[src/rtl/shamul_pkg.sv]
package shamul_pkg;

    parameter int unsigned OP_W = 8;

    typedef struct packed {
        logic [OP_W-1:0]   mcand;
        logic [OP_W-1:0]   mplier;
        logic [2*OP_W-1:0] prod;
    } dp_state_t;

endpackage

[src/rtl/shamul_gate.sv]
module shamul_gate #(
    parameter int unsigned WIDTH = 8
) (
    input  logic             sel,
    input  logic [WIDTH-1:0] din,
    output logic [WIDTH-1:0] dout
);

    // Per-bit AND gating of the multiplicand by the current multiplier bit.
    for (genvar i = 0; i < WIDTH; i++) begin : g_bit
        assign dout[i] = din[i] & sel;
    end

endmodule

[src/rtl/shamul_adder.sv]
module shamul_adder #(
    parameter int unsigned WIDTH = 8
) (
    input  logic [WIDTH-1:0] a,
    input  logic [WIDTH-1:0] b,
    output logic [WIDTH:0]   sum
);

    assign sum = {1'b0, a} + {1'b0, b};

endmodule

[src/rtl/shamul_ctrl.sv]
module shamul_ctrl #(
    parameter int unsigned STEPS = 8
) (
    input  logic clk,
    input  logic rst_n,
    input  logic start,
    output logic step,
    output logic done
);

    localparam int unsigned CW = (STEPS > 1) ? $clog2(STEPS) : 1;
    localparam logic [CW-1:0] LAST = CW'(STEPS - 1);

    typedef struct packed {
        logic [CW-1:0] cnt;
        logic          busy;
        logic          done;
    } ctrl_t;

    ctrl_t st_d, st_q;

    always_comb begin
        st_d = st_q;
        if (start) begin
            st_d.cnt  = '0;
            st_d.busy = 1'b1;
            st_d.done = 1'b0;
        end else if (st_q.busy) begin
            st_d.cnt = st_q.cnt + 1'b1;
            if (st_q.cnt == LAST) begin
                st_d.busy = 1'b0;
                st_d.done = 1'b1;
            end
        end
    end

    always_ff @(posedge clk or negedge rst_n) begin
        if (!rst_n) begin
            st_q <= '0;
        end else begin
            st_q <= st_d;
        end
    end

    assign step = st_q.busy & ~start;
    assign done = st_q.done;

endmodule

[src/rtl/shamul_top.sv]
module shamul_top
    import shamul_pkg::*;
(
    input  logic              clk,
    input  logic              rst_n,
    input  logic              start,
    input  logic [OP_W-1:0]   mcand,
    input  logic [OP_W-1:0]   mplier,
    output logic [2*OP_W-1:0] product,
    output logic              done
);

    localparam int unsigned PW = 2 * OP_W;

    dp_state_t dp_d, dp_q;

    logic            step;
    logic [OP_W-1:0] gated;
    logic [OP_W:0]   sum;

    shamul_ctrl #(.STEPS(OP_W)) u_ctrl (
        .clk  (clk),
        .rst_n(rst_n),
        .start(start),
        .step (step),
        .done (done)
    );

    shamul_gate #(.WIDTH(OP_W)) u_gate (
        .sel (dp_q.mplier[0]),
        .din (dp_q.mcand),
        .dout(gated)
    );

    shamul_adder #(.WIDTH(OP_W)) u_add (
        .a  (dp_q.prod[PW-1:OP_W]),
        .b  (gated),
        .sum(sum)
    );

    always_comb begin
        dp_d = dp_q;
        if (start) begin
            dp_d.mcand  = mcand;
            dp_d.mplier = mplier;
            dp_d.prod   = '0;
        end else if (step) begin
            dp_d.mplier = {1'b0, dp_q.mplier[OP_W-1:1]};
            dp_d.prod   = {sum, dp_q.prod[OP_W-1:1]};
        end
    end

    always_ff @(posedge clk or negedge rst_n) begin
        if (!rst_n) begin
            dp_q <= '0;
        end else begin
            dp_q <= dp_d;
        end
    end

    assign product = dp_q.prod;

endmodule

[config.mk]
export PLATFORM = sky130hd
export DESIGN_NAME = shamul_top
export DESIGN_NICKNAME = d
export VERILOG_FILES = /design/src/rtl/shamul_pkg.sv /design/src/rtl/shamul_gate.sv /design/src/rtl/shamul_adder.sv /design/src/rtl/shamul_ctrl.sv /design/src/rtl/shamul_top.sv
export SDC_FILE = /design/constraint.sdc
export NUM_CORES = 1
export LEC_CHECK = 0
export BUFFER_PORTS_ARGS = -buffer_cell sky130_fd_sc_hd__buf_2
export CAP_MARGIN = 20
export CORE_MARGIN = 1.5
export CORE_UTILIZATION = 50
export DETAILED_ROUTE_END_ITERATION = 16
export MAX_ROUTING_LAYER = met4
export PLACE_DENSITY = 0.74
export SLEW_MARGIN = 20
export SYNTH_ARGS = -nofsm -noshare
export SYNTH_HDL_FRONTEND = slang
export SYNTH_SLANG_ARGS = --single-unit
export TNS_END_PERCENT = 50
[constraint.sdc]
create_clock -name clk -period 5.8 [get_ports clk]
set_input_delay 0.58 -clock clk [delete_from_list [all_inputs] [get_ports clk]]
set_output_delay 0.58 -clock clk [all_outputs]
set_load 0.05 [all_outputs]
[After elaboration in Yosys (flattened, before gate mapping)]
Index checks and enable logic that the tools add are counted.
Word-level totals
  register bits after elaboration: 37
  input bits: 19
Cells by class
  equal/unequal tests: 1
  add/subtract/negate cells: 2
  reductions and logical operators: 4
  bitwise gates (word level): 10
  muxes and demuxes: 5
Operators by type and width (count)
  2-to-1 mux 24 bit: 2
  2-to-1 mux 5 bit: 2
  adder 8 x 8 -> 9 bit: 1
  bitwise AND 1 bit: 9
  nonzero test 2 bit: 3
  adder 3 x 1 -> 3 bit, second input constant: 1
  == test 3 bit, second input constant: 1
  2-to-1 mux 2 bit: 1
  AND reduction 2 bit: 1
  inverter 1 bit: 1

[Longest topological paths before layout]
Gate-level depths: netlist of the first run.
  word-level depth: 4
  gate-level depth with buffers: 9
  depth with buffers taken out: 9

[Modules after synthesis]
From an unflattened synthesis of the first run, not the netlist that was laid out.
Second synthesis, totals
  cell total of the unflattened synthesis: 188
  area, all modules: 2047.0 µm²
Modules (own cells, without submodules)
  shamul_top: area an instance 1445.1 µm², cells an instance 119, seq. area each 800.8 µm², instances 1
  shamul_adder: area an instance 324.1 µm², cells an instance 42, seq. area each 0.0 µm², instances 1
  shamul_ctrl: area an instance 227.7 µm², cells an instance 19, seq. area each 125.1 µm², instances 1
  shamul_gate: area an instance 50.0 µm², cells an instance 8, seq. area each 0.0 µm², instances 1

[Least setup slack after synthesis of the first run]
OpenSTA, ideal clock, no wires.
  path type: register to register
  start: register dp_q[16] in the netlist's numbering
  end: register dp_q (netlist bit product[15])
  clock period less this slack: 1.895 ns
  path buffers: 0
  cell stages (with the launch flop): 10
  setup slack: 3.905 ns
  arrival time: 1.760 ns
  path through: dfrtp_1 > and2_1 > ha_1 > inv_1 > fa_1 > nor2b_1 > o31a_1 > o31a_1 > o21ai_0 > a31oi_1
Between the ends
  word-level cells in the longest chain between the ends: 4
  elaborated cells between the ends (all ways): 11
  those cells by class: add/sub (1); mux (2); bitwise (8)
Ends and longest elaborated chain
  start, declared: line shamul_top.sv:15  | dp_state_t dp_d, dp_q;
  start signal, assigned: line shamul_top.sv:57  | dp_q <= dp_d;
  bitwise AND 1 bit: line shamul_gate.sv:11  | assign dout[i] = din[i] & sel;
  adder 8 x 8 -> 9 bit *: line shamul_adder.sv:9  | assign sum = {1'b0, a} + {1'b0, b};
  2-to-1 mux 24 bit *: line shamul_top.sv:47  | end else if (step) begin
  2-to-1 mux 24 bit *: line shamul_top.sv:43  | if (start) begin
Mark *: on every way between the ends. The rest lies on a longest branch, timed or not. The select of a mux whose other input is x is not followed.
A chain may end at the register's enable or synchronous reset.

[Final worst setup path of the first run]
Ends and elaborated chain as after synthesis.

==> summary.txt, run 1 <==
Synth top area share: 0.465
IO buf count: 35
global-route wire length before repair: 5.64 mm
power share of the clock group: 0.292
cell type with the highest aggregate area in the netlist: sky130_fd_sc_hd__dfrtp_1
Post-route DRC: 0
simple-gate portion of the synthesized area: 0.106
drt total wl: 3.46 mm
TritonCTS Buffers: 5
Most common cell on crit path: sky130_fd_sc_hd__o31a_1
worst hold slack after final layout: 0.376 ns
Peak supply drop: 0.000202 V
Pint: 0.415 mW
root buffer selected by CTS: sky130_fd_sc_hd__clkbuf_8
top cell types by occurrence after synthesis: sky130_fd_sc_hd__dfrtp_1, sky130_fd_sc_hd__nor2_1, sky130_fd_sc_hd__mux2i_1
die outline area: 4370 um^2
number of global-route vias before repair: 1,253
CP arrival: 2.18 ns
GR Overflow Total: 0
achievable clock frequency: 496 MHz
XOR/XNOR share of the synthesized area: 0.00879
Worst Clk Skew: 0.00626 ns
share of synthesized flip-flops with an asynchronous set or reset: 1.00
total standard cell area after synthesis: 1990 um^2
fraction of the yosys area taken by sequential cells: 0.465
final clock period utilization by the worst path: 0.348
final critical delay including setup and external delays: 2.02 ns
dominant combinational cell family by area after synthesis: multiplexers
maximum clock path buffer count: 2
maximum cell stage delay along the critical path: 0.44 ns
number of detailed-route iterations in the first pass: 4
net load switching power: 0.193 mW
antenna-violating nets left: 0
clock latency reported for the late side of the worst-skew pair: 0.29 ns
critical path capture point type: flip-flop
cells along the critical path: and2_1 -> ha_1 -> inv_1 -> fa_1 -> nor2b_1 -> o31a_1 -> o31a_1 -> o21ai_0 -> a31oi_1
setup repair after global routing missed its margin: no
TritonCTS clock tree: done
number of sinks handled by clock tree synthesis: 37
worst hold path type: in -> async
switching portion of total power: 0.318
status: completed
final total negative setup slack: 0 ns
number of antenna violations at the first check in global routing: 0
H-tree level count: 2
PwrDens: 280 nW/um^2
clock transition at the register clock pins on the worst setup and hold paths after CTS: 0.08 ns
All-Layer GR Usage: 0.179
starting density of the core: 0.532
Slowest-stage cell, CP: sky130_fd_sc_hd__dfrtp_1
setup fix buffers added after clock tree synthesis: 0
syn nets: 217
biggest area contributors in the synthesized netlist: sky130_fd_sc_hd__dfrtp_1, sky130_fd_sc_hd__mux2i_1, sky130_fd_sc_hd__ha_1
final setup violating endpoints: 0
type of element launching the critical path: flip-flop
share of the core filled with cells in the final layout: 0.579
post-DR vias/cell: 5.22
fraction of final layout cells sized beyond drive strength 1: 0.256
maximum number of pins on one net before global-route repair: 45
number of antenna diodes: 0
critical path start-end classification: reg -> reg
Layout area overhead: 8.79%
Std-Cell Core Area: 3740 um^2
die extent in y: 66.1 um
leakage dissipation: 1.22 nW
portion of netlist area occupied by mux cells: 0.151
vias after detailed routing: 1,332
register bit total from synthesis: 37
fill cell instance count of the final layout: 341
I/O Pins: 36
number of DRC violations after detailed-routing iteration 0: 108
EDFF count, synth: 0
library cell with the highest instance count after synthesis: sky130_fd_sc_hd__dfrtp_1
DPL Wire Length: 2.44 mm
CP top delay family: compound AO/OA/AOI/OAI gates
WL per Instance: 13.5 um
Comb power frac: 0.221
share of power burned in registers: 0.487
flip-flop cell with the highest count after synthesis: sky130_fd_sc_hd__dfrtp_1
synthesized netlist cell count: 187
hold_buf cts: 0
Final Max Tran Viols: 0
mean instance size in the synthesized netlist: 10.7 um^2
Placement Rows: 22
number of warnings issued by yosys: 0
die extent in x: 66.1 um
share of synthesized cell area in full adder, half adder and majority cells: 0.0728
count of max-cap constraint violations: 0
Rel. slew slack: 0.460
number of gates resized after CTS: 0
worst path required time: 5.96 ns
CP bufs+invs: 1
Compound-Gate Fraction of Synth Area: 0.104
post-synth cell types: 31
final weighted congestion in routability-driven placement: 0.874
final count of hold timing violations: 0
Final Net Count: 236
Tightest Pin Transition: 0.810 ns
highest net fanout along the worst path: 9
## worst reg2reg max path, cell delays in order, from the launching register on
cell,delay [ns]
sky130_fd_sc_hd__dfrtp_1,0.44
sky130_fd_sc_hd__and2_1,0.16
sky130_fd_sc_hd__ha_1,0.20
sky130_fd_sc_hd__inv_1,0.07
sky130_fd_sc_hd__fa_1,0.20
sky130_fd_sc_hd__nor2b_1,0.06
sky130_fd_sc_hd__o31a_1,0.27
sky130_fd_sc_hd__o31a_1,0.26
sky130_fd_sc_hd__o21ai_0,0.14
sky130_fd_sc_hd__a31oi_1,0.09
## cell type report
class	instances	area, um^2	share of cell area
inverter	8	30.0	0.0138
tap	48	60.1	0.0277
clock buffer	6	72.6	0.0335
multi-input combinational	118	882	0.407
sequential	37	926	0.427
clock inverter	2	15.0	0.00692
timing repair buffer	36	183	0.0842
## final timing paths
check	endpoint	startpoint	slack (ns)	cells after the start
max	product[15]	dp_q[16]	3.78	9
min	product[10]	rst_n	0.38	1
max reg2reg	product[15]	dp_q[16]	3.78	9
min reg2reg	dp_q[29]	dp_q[29]	0.51	1
max in group asynchronous	dp_q[23]	rst_n	4.91	1
min in group clk	dp_q[21]	mplier[5]	0.49	3
## routing by layer
layer  GRT usage  up-vias  part of all wire
met1       0.230      637              0.46
met5           -        -                 0
met2       0.270       26              0.48
met4      0.0842        0             0.019
met3      0.0409        7             0.037
li1            -      662                 -
## power groups by stage
| stage | Clock (mW) | Sequential, mW | Combinational (mW) |
|---|---|---|---|
| finish | 0.177 | 0.296 | 0.135 |
| global route | 0.194 | 0.299 | 0.148 |
| CTS | 0.187 | 0.296 | 0.136 |
| detailed placement | 0 | 0.301 | 0.136 |
| global placement | 0 | 0.300 | 0.133 |
| floorplan | 0 | 0.296 | 0.117 |
## logic make-up (layout without fill, tap and decap cells)
logic type	after synthesis	after routing
simple gates	45	45
mux	29	29
compound gates	31	31
xor+xnor	2	2
buf+inv	32	52
flops	37	37
fa+ha+maj	11	11
## registers in the layout (all words and copies together), names as in the netlist
register / count
product: 16
dp_q: 16
u_ctrl.st_q: 4
u_ctrl.done: 1
## layout by cell type, fill, tap and decap left out, drive strengths merged, types with 2 or more instances in the layout
cell,count
clkinvlp,2
mux2,8
a211oi,3
o21ai,13
nor2b,2
nor3,2
a21oi,2
ha,10
inv,8
and2,8
nor2,22
a21o,3
buf,36
clkbuf,6
dfrtp,37
nand2,8
xnor2,2
mux2i,21
o31a,2
## per-stage QoR
stage | worst slack [ns] | std cells | power, mW | cell area [um^2]
after floorplan | 3.91 | 187 | 0.412 | 1990
after global placement | 3.80 | 247 | 0.433 | 2080
after detailed placement | 3.79 | 247 | 0.437 | 2080
after CTS | 3.78 | 255 | 0.619 | 2170
after global routing | 3.57 | 255 | 0.641 | 2170
final | 3.78 | 255 | 0.608 | 2170
(Power assumes the default switching activity.)
==> run 2, diff against run 1 <==
clock period = 1.9 ns   (was 5.8 ns; I/O delays follow)
==> run 2 against run 1 <==
The flow now finishes with violations (hold timing, setup timing); die area stayed put; maximum frequency grew 4.2%; utilization rose by 2.8 points; worst setup slack lost 3.8 ns; global-route usage up 1.2 points; first-iteration DRC count down 66%; wire length grew 4.6%; critical path depth unchanged; clock skew up 0.0010 ns.
==> summary.txt, run 2 (synthesis results as in run 1) <==
status: finished with violations
violations in the final reports: hold timing, setup timing
global-route wire length before repair: 6.09 mm (+7.9%)
number of global-route vias before repair: 1,344 (+7.3%)
final setup slack of the worst path: -0.0358 ns (-3.82 ns)
GR Overflow Total: 0 (unchanged)
antenna-violating nets left: 0 (unchanged)
worst hold slack after final layout: -0.0255 ns (-0.402 ns)
root buffer selected by CTS: sky130_fd_sc_hd__clkbuf_8
leakage dissipation: 1.28 nW (+4.5%)
final total negative setup slack: -0.0906 ns (-0.0906 ns)
vias after detailed routing: 1,390 (+4.4%)
number of DRC violations after detailed-routing iteration 0: 37 (-66%)
number of detailed-route iterations in the first pass: 4 (unchanged)
number of antenna diodes: 0 (unchanged)
Rel. slew slack: 0.468 (+0.00796)
Layout area overhead: 14.1%
TritonCTS Buffers: 5 (unchanged)
worst path required time: 2.14 ns (-3.82 ns)
critical path capture point type: flip-flop
setup repair after global routing missed its margin: yes
All-Layer GR Usage: 0.191 (+0.0115)
I/O Pins: 36 (unchanged)
DPL Wire Length: 2.63 mm (+7.8%)
clock latency reported for the late side of the worst-skew pair: 0.29 ns (about the same)
number of sinks handled by clock tree synthesis: 37 (unchanged)
die extent in x: 66.1 um (unchanged)
final clock period utilization by the worst path: 1.02 (+0.671)
most common library cell in the layout ignoring fill and taps: sky130_fd_sc_hd__dfrtp_1
H-tree level count: 2 (unchanged)
IO buf count: 35 (unchanged)
commonest cells after routing, fill and taps aside: sky130_fd_sc_hd__dfrtp_1, sky130_fd_sc_hd__buf_2, sky130_fd_sc_hd__mux2i_1, sky130_fd_sc_hd__nor2_1, sky130_fd_sc_hd__buf_4
maximum number of pins on one net before global-route repair: 38 (-16%)
highest net fanout along the worst path: 7 (-2)
Worst Clk Skew: 0.00726 ns (+0.00101 ns)
drt total wl: 3.62 mm (+4.6%)
type of element launching the critical path: flip-flop
PwrDens: 848 nW/um^2 (+200%)
total power draw: 1.93 mW (+220%)
final critical delay including setup and external delays: 1.94 ns (-0.0819 ns)
Final Net Count: 245 (+3.8%)
Finished Cell Area: 2270 um^2 (+4.8%)
critical path start-end classification: reg -> reg
worst hold path type: in -> async
final setup violating endpoints: 3 (+3)
share of the core filled with cells in the final layout: 0.607 (+0.0281)
Peak supply drop: 0.000535 V (+170%)
clock transition at the register clock pins on the worst setup and hold paths after CTS: 0.08 ns (about the same)
CP arrival: 2.17 ns (about the same)
die outline area: 4370 um^2 (unchanged)
Final Max Tran Viols: 0 (unchanged)
final count of hold timing violations: 37 (+37)
Post-route DRC: 0 (unchanged)
count of max-cap constraint violations: 0 (unchanged)
achievable clock frequency: 517 MHz (+4.2%)
Std-Cell Core Area: 3740 um^2 (unchanged)
Placement Rows: 22 (unchanged)
fraction of final layout cells sized beyond drive strength 1: 0.329 (+0.0727)
post-DR vias/cell: 5.27 (+0.80%)
maximum clock path buffer count: 2 (unchanged)
TritonCTS clock tree: done
placed standard-cell area: 2150 um^2 (+3.2%)
Tightest Pin Transition: 0.798 ns (-0.0119 ns)
WL per Instance: 13.7 um (+1.1%)
number of antenna violations at the first check in global routing: 0 (unchanged)
final weighted congestion in routability-driven placement: 0.894 (+2.2%)
starting density of the core: 0.532 (unchanged)
die extent in y: 66.1 um (unchanged)
==> run 2: through the flow <==
step	cells	setup slack [ns]
2_1_floorplan	187	0.00509
4_1_cts	264	-0.0678
5_1_grt	264	-0.108
3_3_place_gp	256	-0.0410
6_report	264	-0.0358
3_5_place_dp	256	-0.108
==> run 2: path summary, 6_finish.rpt <==
check,startpoint,cells after the start,slack (ns),endpoint
hold / removal,rst_n,1,-0.03,product[13]
max in group asynchronous,rst_n,1,1.36,dp_q[16]
min in group clk,mplier[3],3,0.10,dp_q[19]
setup / recovery,dp_q[16],9,-0.04,product[13]
setup reg to reg,dp_q[16],9,-0.04,product[13]
hold reg to reg,dp_q[31],1,0.50,dp_q[31]
==> run 2: cell type report <==
class | instances | area [um^2]
repair buffers | 45 | 250
fillers | 334 | 1470
multi-input cells | 118 | 912
flip-flops and latches | 37 | 927
clock inverters | 3 | 25.0
well taps | 48 | 60.1
inverters | 8 | 30.0
clock buffers | 5 | 68.8
==> run 2: repair_timing <==
action	in CTS	in global routing
setup endpoints to repair	4	5
setup buffers	0	0
hold buffers	0	0
resized for setup	5	8
pin swaps	1	0
==> run 2: worst max-delay path, stage by stage, from the launching register on <==
cell	delay [ns]
sky130_fd_sc_hd__dfrtp_2	0.44
sky130_fd_sc_hd__and2_4	0.15
sky130_fd_sc_hd__ha_4	0.15
sky130_fd_sc_hd__inv_2	0.05
sky130_fd_sc_hd__fa_2	0.20
sky130_fd_sc_hd__nor2b_1	0.06
sky130_fd_sc_hd__o31a_1	0.26
sky130_fd_sc_hd__o31a_1	0.27
sky130_fd_sc_hd__a211oi_2	0.20
sky130_fd_sc_hd__a21o_1	0.10
==> run 2: power by group <==
part | switching, mW | internal (mW)
clock network | 0.312 | 0.265
logic | 0.269 | 0.180
registers | 0.0494 | 0.853
total | 0.630 | 1.30
==> run 2: metal layers <==
metal  vias up  routed length (um)  track usage
met5         -                   0            -
met1       673                1700        0.234
met2        24                1730        0.305
li1        685                   -            -
met3         8                 106       0.0443
met4         0                  74       0.0765
